## config.mk

```make
export PLATFORM = sky130hd
export DESIGN_NAME = bwm_frac_mul
export DESIGN_NICKNAME = d
export VERILOG_FILES = /design/src/rtl/frac_mul_pkg.sv /design/src/rtl/bw_pp_gen.sv /design/src/rtl/csa_cell.sv /design/src/rtl/os_csa_tree.sv /design/src/rtl/frac_round_sat.sv /design/src/rtl/bwm_frac_mul.sv
export SDC_FILE = /design/constraint.sdc
export NUM_CORES = 1
export LEC_CHECK = 0
export ABC_AREA = 1
export ABC_CLOCK_PERIOD_IN_PS = 2600
export BUFFER_PORTS_ARGS = -buffer_cell sky130_fd_sc_hd__buf_4
export CAP_MARGIN = 5
export CORE_MARGIN = 2
export CORE_UTILIZATION = 50
export DETAILED_ROUTE_END_ITERATION = 10
export PLACE_DENSITY = 0.69
export SLEW_MARGIN = 20
export SYNTH_ARGS = -nofsm -noshare
export SYNTH_HDL_FRONTEND = slang
export SYNTH_SLANG_ARGS = --single-unit
```

## constraint.sdc

```tcl
create_clock -name clk -period 2.6 [get_ports clk]
set_clock_uncertainty 0.05 [all_clocks]
set_input_delay 0.39 -clock clk [delete_from_list [all_inputs] [get_ports clk]]
set_output_delay 0.39 -clock clk [all_outputs]
set_load 0.005 [all_outputs]
```

## src/rtl/frac_mul_pkg.sv

```systemverilog
package frac_mul_pkg;

  localparam int DEF_DW = 8;

  // number of rows produced by the sign-free partial-product generator
  function automatic int pp_rows(input int dw);
    return dw + 1;
  endfunction

  // carry-save adders in the top layer of the stair tree (three rows each)
  function automatic int tree_width(input int rows);
    return rows / 3;
  endfunction

  // words left after the top layer: two per top adder plus ungrouped rows
  function automatic int after_top(input int rows);
    return 2 * (rows / 3) + (rows % 3);
  endfunction

endpackage

```

## src/rtl/bw_pp_gen.sv

```systemverilog
module bw_pp_gen #(
  parameter int DW = 8,
  localparam int W  = 2 * DW,
  localparam int NR = DW + 1
) (
  input  logic [DW-1:0] mcand,
  input  logic [DW-1:0] mplier,
  output logic [W-1:0]  rows [NR]
);

  for (genvar j = 0; j < DW; j++) begin : g_row
    always_comb begin
      rows[j] = '0;
      for (int i = 0; i < DW; i++) begin
        // cross terms with exactly one sign bit are inverted
        if ((i == DW - 1) != (j == DW - 1))
          rows[j][i+j] = ~(mcand[i] & mplier[j]);
        else
          rows[j][i+j] = mcand[i] & mplier[j];
      end
    end
  end

  // correction constants at weights DW and 2*DW-1
  always_comb begin
    rows[DW]         = '0;
    rows[DW][DW]     = 1'b1;
    rows[DW][W-1]    = 1'b1;
  end

endmodule

```

## src/rtl/csa_cell.sv

```systemverilog
module csa_cell #(
  parameter int W = 16
) (
  input  logic [W-1:0] x,
  input  logic [W-1:0] y,
  input  logic [W-1:0] z,
  output logic [W-1:0] s,
  output logic [W-1:0] c
);

  logic [W-2:0] maj;

  assign s   = x ^ y ^ z;
  assign maj = (x[W-2:0] & y[W-2:0]) | (x[W-2:0] & z[W-2:0]) | (y[W-2:0] & z[W-2:0]);
  assign c   = {maj, 1'b0};

endmodule

```

## src/rtl/os_csa_tree.sv

```systemverilog
module os_csa_tree
  import frac_mul_pkg::*;
#(
  parameter int NW = 9,
  parameter int W  = 16,
  localparam int G = tree_width(NW),
  localparam int R = NW - 3 * G,
  localparam int M = after_top(NW)
) (
  input  logic [W-1:0] words [NW],
  output logic [W-1:0] sum,
  output logic [W-1:0] carry
);

  logic [W-1:0] mid   [M];
  logic [W-1:0] acc_s [M-1];
  logic [W-1:0] acc_c [M-1];

  // top layer: independent adders, each taking three rows
  for (genvar g = 0; g < G; g++) begin : g_top
    csa_cell #(.W(W)) u_top (
      .x(words[3*g]), .y(words[3*g+1]), .z(words[3*g+2]),
      .s(mid[2*g]),   .c(mid[2*g+1])
    );
  end

  for (genvar r = 0; r < R; r++) begin : g_rest
    assign mid[2*G+r] = words[3*G+r];
  end

  // stair: the running sum/carry pair absorbs one word per step
  assign acc_s[0] = mid[0];
  assign acc_c[0] = mid[1];

  for (genvar k = 0; k < M - 2; k++) begin : g_stair
    csa_cell #(.W(W)) u_step (
      .x(acc_s[k]), .y(acc_c[k]), .z(mid[k+2]),
      .s(acc_s[k+1]), .c(acc_c[k+1])
    );
  end

  assign sum   = acc_s[M-2];
  assign carry = acc_c[M-2];

endmodule

```

## src/rtl/frac_round_sat.sv

```systemverilog
module frac_round_sat #(
  parameter int DW = 8,
  localparam int W = 2 * DW
) (
  input  logic [W-1:0]  prod,
  output logic [DW-1:0] res,
  output logic          ovf
);

  localparam logic [DW-1:0] MAXPOS = {1'b0, {(DW-1){1'b1}}};

  logic [DW-1:0] kept;
  logic [DW-2:0] dropped;
  logic          neg;
  logic          bump;

  assign neg     = prod[W-1];
  assign kept    = prod[W-2 -: DW];
  assign dropped = prod[DW-2:0];
  // only the most negative squared reaches weight 2^(W-2) without the sign
  assign ovf     = ~prod[W-1] & prod[W-2];
  assign bump    = ~neg & (|dropped);

  always_comb begin
    if (ovf)
      res = MAXPOS;
    else if (bump)
      res = (kept == MAXPOS) ? MAXPOS : kept + 1'b1;
    else
      res = kept;
  end

endmodule

```

## src/rtl/bwm_frac_mul.sv

```systemverilog
module bwm_frac_mul
  import frac_mul_pkg::*;
#(
  parameter int DW = DEF_DW
) (
  input  logic          clk,
  input  logic          rst_n,
  input  logic          in_valid,
  output logic          in_ready,
  input  logic [DW-1:0] in_a,
  input  logic [DW-1:0] in_b,
  output logic          out_valid,
  input  logic          out_ready,
  output logic [DW-1:0] out_res,
  output logic          out_ovf
);

  localparam int W  = 2 * DW;
  localparam int NR = pp_rows(DW);

  logic [W-1:0]  rows [NR];
  logic [W-1:0]  t_sum, t_carry, prod;
  logic [DW-1:0] nxt_res;
  logic          nxt_ovf;
  logic          take;

  bw_pp_gen #(.DW(DW)) u_pp (
    .mcand(in_a), .mplier(in_b), .rows(rows)
  );

  os_csa_tree #(.NW(NR), .W(W)) u_tree (
    .words(rows), .sum(t_sum), .carry(t_carry)
  );

  assign prod = t_sum + t_carry;

  frac_round_sat #(.DW(DW)) u_rnd (
    .prod(prod), .res(nxt_res), .ovf(nxt_ovf)
  );

  assign in_ready = ~out_valid | out_ready;
  assign take     = in_valid & in_ready;

  always_ff @(posedge clk or negedge rst_n) begin
    if (!rst_n) begin
      out_valid <= 1'b0;
      out_res   <= '0;
      out_ovf   <= 1'b0;
    end else if (take) begin
      out_valid <= 1'b1;
      out_res   <= nxt_res;
      out_ovf   <= nxt_ovf;
    end else if (out_ready) begin
      out_valid <= 1'b0;
    end
  end

endmodule

```

# Word-level counts from Yosys, hierarchy flattened
# Index checks and enable logic that the tools add are counted.
[word_totals] register_bits=10 latch_bits=0 ramBits=0 rom_bits=0 input_bits=20 memories=0
[classes] addsub=2 multipliers=0 div_mod_pow=0 magnitude_cmp=0 eq_ne=1 shift=0 n_mux=5 bitwise_logic=131 n_reduce_logical=2
[ops] cell="15-bit bitwise AND" n=12
[ops] cell="15-bit OR" n=8
[ops] cell="16-bit bitwise XOR" n=7
[ops] cell="1-bit bitwise AND" n=67
[ops] cell="15-bit by 9-bit OR with 15-bit output" n=2
[ops] cell="8-bit 2-to-1 mux" n=3
[ops] cell="16-bit adder" n=1
[ops] cell="1-bit inverter" n=16
[ops] cell="16-bit by 10-bit bitwise XOR with 16-bit output" n=1
[ops] cell="16-bit by 11-bit bitwise XOR with 16-bit output" n=1
[ops] cell="16-bit by 13-bit bitwise XOR with 16-bit output" n=1
[ops] cell="14-bit by 15-bit bitwise AND with 15-bit output" n=1
[ops] cell="14-bit by 15-bit bitwise XOR with 15-bit output" n=1
[ops] cell="11-bit by 13-bit bitwise AND with 13-bit output" n=1
[ops] cell="12-bit by 13-bit bitwise AND with 13-bit output" n=1
[ops] cell="12-bit by 13-bit OR with 13-bit output" n=1
[ops] cell="13-bit OR" n=1
[ops] cell="11-bit by 12-bit bitwise AND with 12-bit output" n=1
[ops] cell="11-bit by 12-bit bitwise XOR with 12-bit output" n=1
[ops] cell="8-bit by 10-bit bitwise AND with 10-bit output" n=1
[ops] cell="9-bit by 10-bit bitwise AND with 10-bit output" n=1
[ops] cell="10-bit OR" n=1
[ops] cell="9-bit by 10-bit OR with 10-bit output" n=1
[ops] cell="8-bit by 9-bit bitwise AND with 9-bit output" n=1
[ops] cell="8 further kinds" n=9

# Depth between registers and ports, before layout
[depth] depth_word=22 depth_mapped=25

# Cells and area by module
# A second synthesis with hierarchy kept.
[unflattened] cells_unflattened=669 area_unflattened_um2=5295.1
[by_module_without_submodules] module="csa_cell" n_inst=7 cells_per_inst=26 area_each_um2=346.6 seq_area_each_um2=0.0
[by_module_without_submodules] module="bwm_frac_mul" n_inst=1 cells_per_inst=199 area_each_um2=1293.7 seq_area_each_um2=250.2
[by_module_without_submodules] module="bw_pp_gen" n_inst=1 cells_per_inst=212 area_each_um2=1214.9 seq_area_each_um2=0.0
[by_module_without_submodules] module="frac_round_sat" n_inst=1 cells_per_inst=76 area_each_um2=360.3 seq_area_each_um2=0.0

# Worst setup path before layout
# No wires, ideal clock.
[synth_timing] kind="input-to-reg" start="in in_b[2]" end="reg out_res[6]" arrival_ns=4.691 slack_ns=-2.254 path_stages=23 path_buffers=1 cell_sequence="clkbuf_1 nand2_1 fa_1 fa_1 fa_1 inv_1 fa_1 ha_1 ha_1 inv_1 fa_1 inv_1 nand2_1 nand2_1 nand3b_1 nand2_2 nand3_1 nor3_1 nand2_1 nand2_1 nand3_1 nand2_1 inv_1"
[synth_via] elab_chain_cells=22 elab_cells_between_ends=52
[synth_lines] element="from (decl)" line_no="bwm_frac_mul.sv:11" rtl="input logic [DW-1:0] in_b,"
[synth_lines] element="1-bit bitwise AND" line_no="bw_pp_gen.sv:17" rtl="rows[j][i+j] = ~(mcand[i] & mplier[j]);"
[synth_lines] element="1-bit inverter" line_no="bw_pp_gen.sv:17"
[synth_lines] element="8-bit by 10-bit bitwise AND with 10-bit output" line_no="csa_cell.sv:14" rtl="assign maj = (x[W-2:0] & y[W-2:0]) | (x[W-2:0] & z[W-2:0]) | (y[W-2:0] & z[W-2:0]);"
[synth_lines] element="9-bit by 10-bit OR with 10-bit output" line_no="csa_cell.sv:14"
[synth_lines] element="10-bit OR" line_no="csa_cell.sv:14"
[synth_lines] element="15-bit bitwise AND" line_no="csa_cell.sv:14"
[synth_lines] element="15-bit OR (2 in series)" line_no="csa_cell.sv:14"
[synth_lines] element="15-bit bitwise AND" line_no="csa_cell.sv:14"
[synth_lines] element="15-bit OR (2 in series)" line_no="csa_cell.sv:14"
[synth_lines] element="15-bit bitwise AND" line_no="csa_cell.sv:14"
[synth_lines] element="15-bit OR (2 in series)" line_no="csa_cell.sv:14"
[synth_lines] element="15-bit bitwise AND" line_no="csa_cell.sv:14"
[synth_lines] element="15-bit OR (2 in series)" line_no="csa_cell.sv:14"
[synth_lines] element="16-bit adder *" line_no="bwm_frac_mul.sv:35" rtl="assign prod = t_sum + t_carry;"
[synth_lines] element="parallel branches: the longest is 3 deep, another holds 8-bit by 1-bit adder with 8-bit output"
[synth_lines] element="8-bit 2-to-1 mux *" line_no="frac_round_sat.sv:25" rtl="if (ovf)"
[synth_lines] element="to (signal assigned)" line_no="bwm_frac_mul.sv:51" rtl="out_res <= nxt_res;"
[synth_lines] element="to (decl)" line_no="bwm_frac_mul.sv:14" rtl="output logic [DW-1:0] out_res,"
# Mark *: on every way between the ends.
# A chain may end at the register's enable or synchronous reset.

# Worst setup path in the final report
[layout_timing] start="in in_b[3]" end="reg out_res[0]"
[layout_via] elab_chain_cells=21 elab_cells_between_ends=51
[layout_lines] element="1-bit bitwise AND" line_no="bw_pp_gen.sv:17"
[layout_lines] element="1-bit inverter" line_no="bw_pp_gen.sv:17"
[layout_lines] element="11-bit by 12-bit bitwise XOR with 12-bit output" line_no="csa_cell.sv:13" rtl="assign s = x ^ y ^ z;"
[layout_lines] element="16-bit by 13-bit bitwise XOR with 16-bit output" line_no="csa_cell.sv:13"
[layout_lines] element="15-bit bitwise AND" line_no="csa_cell.sv:14"
[layout_lines] element="15-bit OR (2 in series)" line_no="csa_cell.sv:14"
[layout_lines] element="15-bit bitwise AND" line_no="csa_cell.sv:14"
[layout_lines] element="15-bit OR (2 in series)" line_no="csa_cell.sv:14"
[layout_lines] element="15-bit bitwise AND" line_no="csa_cell.sv:14"
[layout_lines] element="15-bit OR (2 in series)" line_no="csa_cell.sv:14"
[layout_lines] element="15-bit bitwise AND" line_no="csa_cell.sv:14"
[layout_lines] element="15-bit OR (2 in series)" line_no="csa_cell.sv:14"
[layout_lines] element="16-bit adder *" line_no="bwm_frac_mul.sv:35"
[layout_lines] element="parallel branches: the longest is 3 deep, another holds 8-bit by 1-bit adder with 8-bit output"
[layout_lines] element="8-bit 2-to-1 mux *" line_no="frac_round_sat.sv:25"
# Marks and branches as above.

==> reports/qor.yml <==
io_pins: 31
die_w_um: 80.85
wirelength_um: 6850
gr-total-overflow: 0
finalHoldViolCount: 0
crit_arrival_ps: 4510
postSynthCellCount: 417
grt_max_degree: 11
nets: 577
p_int_mw: 2.649
share_comb_of_total_power_pct: 92.1
via_per_inst: 4.923
critPathTopFamily: "adder cells"
clock_latency_ps: 230
grt_usage_pct: 23.29
post-route-cell-area_sq_um: 4099
fin_crit_sh_pct: 168.9
fmax_mhz: 227.7
seq_area_frac_synth_pct: 8.475
fp.dieArea_sq_um: 6537
hold_ws_ps: 347.3
worstHoldPathType: "primary input to flop"
tns_ps: -15800
cts_buffer_depth: 2
antenna_found_initial: 0
slew_viol_final: 0
crit_path_start_kind: "primary input"
required_ps: 2720
syn_nets: 509
dp_hpwl_um: 5551
end_kind: "flop"
io_buffer_count: 30
path_common_cell: "fa_1"
post-route-min-period_ps: 4392
syn_avg_cell_area_sq_um: 7.081
worst_slack_ps: -1792
cp.depth: 22
p_total_mw: 5.740
synth_seq_cells: 10
grt_setup_unrepaired: "yes"
p_leak_nw: 2.174
tightestPinTransition_ps: 280.5
cp_max_fo: 6
wl_per_cell_um: 12.32
cpMaxStageDelayCell: "fa_1"
drc_errors: 0
die_h_um: 80.85
finalSetupViolCount: 9
max-vdd-ir-drop_v: 0.0007597
drv_cap: 0
status: "finished, violations left"
pwr-share-clk_pct: 3.4
placed_cell_area_sq_um: 3656
start_util_pct: 52.66
drive_above_1_share_pct: 39.26
switching_share_pct: 53.84
seqPwrFrac_pct: 4.6
area_growth_pct: 38.81
htreeDepth: 1
fp.coreArea_sq_um: 5608
crit_type: "primary input to flop"
synth.distinct_cells: 31
drtAntennaViolNets: 0
grt_pass1_wl_um: 12120
cts_tree: "done"
path_buf_inv: 2
grt_pass1_vias: 2805
first_pass_iters: 4
min_delay_path_depth: 3
net-switching-power_mw: 3.090
gp_congestion: 0.8313
slowest_delay_ps: 560
num_vias: 2737
p_per_area_nw_per_um2: 1400
slew_headroom_pct: 81.18
yosysWarnings: 0
path_clk_slew_ps: 50
rows: 27
r2r_cells: 6
drtIter0Drc: 99
cts_root_buf: "clkbuf_8"
clkSinkCount: 10
violations: "negative setup slack"
synth_area_sq_um: 2953
path_cells: "buf_12, nand2_4, fa_1, fa_1, fa_2, fa_1, fa_1, inv_2, ha_4, nand2_2, nand2_2, nand2_1, nand2_1, nand2_2, nand3_4, nand2_4, nand2_8, nor2_8, nand3_2, nand2_4, nor2_1, nor2_1"
diodes: 0
numCtsBuffers: 3
## per-layer routing
| layer | track usage [%] | wire, um | vias up |
|---|---|---|---|
| met5 | 0 | 0 | - |
| met4 | 4.746 | 51 | 0 |
| met1 | 29.54 | 2998 | 1310 |
| li1 | - | - | 1370 |
| met2 | 43.06 | 3536 | 53 |
| met3 | 2.111 | 263 | 4 |
## cell usage after synthesis, drive strengths merged
master	number	share of area, %
fa	40	27
nor3	1	0.17
o21ai	2	0.72
or2	2	0.42
clkbuf	12	1.5
nand2	147	20
a21oi	6	1.7
clkinv	1	0.13
nor2	34	5.6
dfrtp	10	8.5
nand3	28	6.3
ha	32	14
o21bai	1	0.25
buf	4	0.68
xor2	1	0.30
nand3b	2	0.51
inv	90	11
nand4	4	1.4
## stage by stage
step | util, % | instances | setup slack [ps]
floorplan | - | 417 | -1841
global placement | 65.19 | 546 | -2091
detailed placement | 65.19 | 546 | -2129
CTS | 71.40 | 556 | -1764
global route | 73.09 | 556 | -1952
finish | 73.09 | 556 | -1792
## power by group through the flow
stage | Sequential (mW) | Clock, mW | Combinational [mW]
2_1_floorplan | 0.267 | 0 | 3.08
6_report | 0.261 | 0.193 | 5.29
3_3_place_gp | 0.260 | 0 | 4.27
4_1_cts | 0.261 | 0.197 | 4.94
3_5_place_dp | 0.264 | 0 | 4.36
5_1_grt | 0.270 | 0.205 | 5.90
## worst paths after layout
| path | start | to | slack (ps) |
|---|---|---|---|
| max | in_b[3] | out_res[0] | -1790 |
| min | in_valid | out_valid | 350 |
| max reg2reg | out_valid | out_res[6] | 1190 |
| min reg2reg | out_res[7] | out_res[7] | 440 |
| max in group asynchronous | rst_n | out_ovf | 1890 |
| min in group asynchronous | rst_n | out_valid | 470 |
## worst reg2reg max path, cell delays in order, from the launching register on
cell and delay, ps:
dfrtp_1 340, nand2_1 90, nand2_1 100, clkinv_1 260, or2_2 380, nand2_1 70
inv_1 30
## layout make-up
cell class / count / area [sq um]
fillers: 431 / 1509
multi-input cells: 301 / 2680
flip-flops and latches: 10 / 250.2
inverters: 91 / 346.6
repair buffers: 78 / 676.9
clock buffers: 4 / 55.05
well taps: 72 / 90.09
## logic make-up after synthesis
logic type	synth area share, %
and+or+nand+nor	34.15
xor gates and xnor gates	0.2967
adders and majority gates	40.68
DFF	8.475
AOI/OAI and AO/OA	2.627
buffers and inverters	13.77
## cells in the final DEF (no fill, tap or decap), types with 3 or more instances in the layout
cell / n
nand2_1: 110
nor2_4: 6
fa_1: 27
nand4_1: 3
clkbuf_8: 4
buf_8: 5
nand3_1: 16
inv_1: 76
dfrtp_1: 10
nand2_2: 26
buf_6: 7
nor2_1: 20
nand3_2: 6
ha_4: 8
buf_4: 63
nand2_4: 10
fa_2: 13
nor2_2: 8
ha_1: 24
nand3_4: 6
a21oi_2: 3
inv_2: 12
## timing repair
item | 4_1_cts | 5_1_grt
gates cloned | 1 | 0
resized for setup | 66 | 25
endpoints found under the hold margin | 10 | 0
buffers inserted | 4 | 0
endpoints found under the setup margin | 9 | 9
hold buffers | 1 | 0
pin swaps | 40 | 8
## flip-flops by register name, summed over array words and instances, names as in the netlist
name / flops
out_valid: 1
out_res: 8
out_ovf: 1
Note: power is estimated with default switching activity, not from simulation.
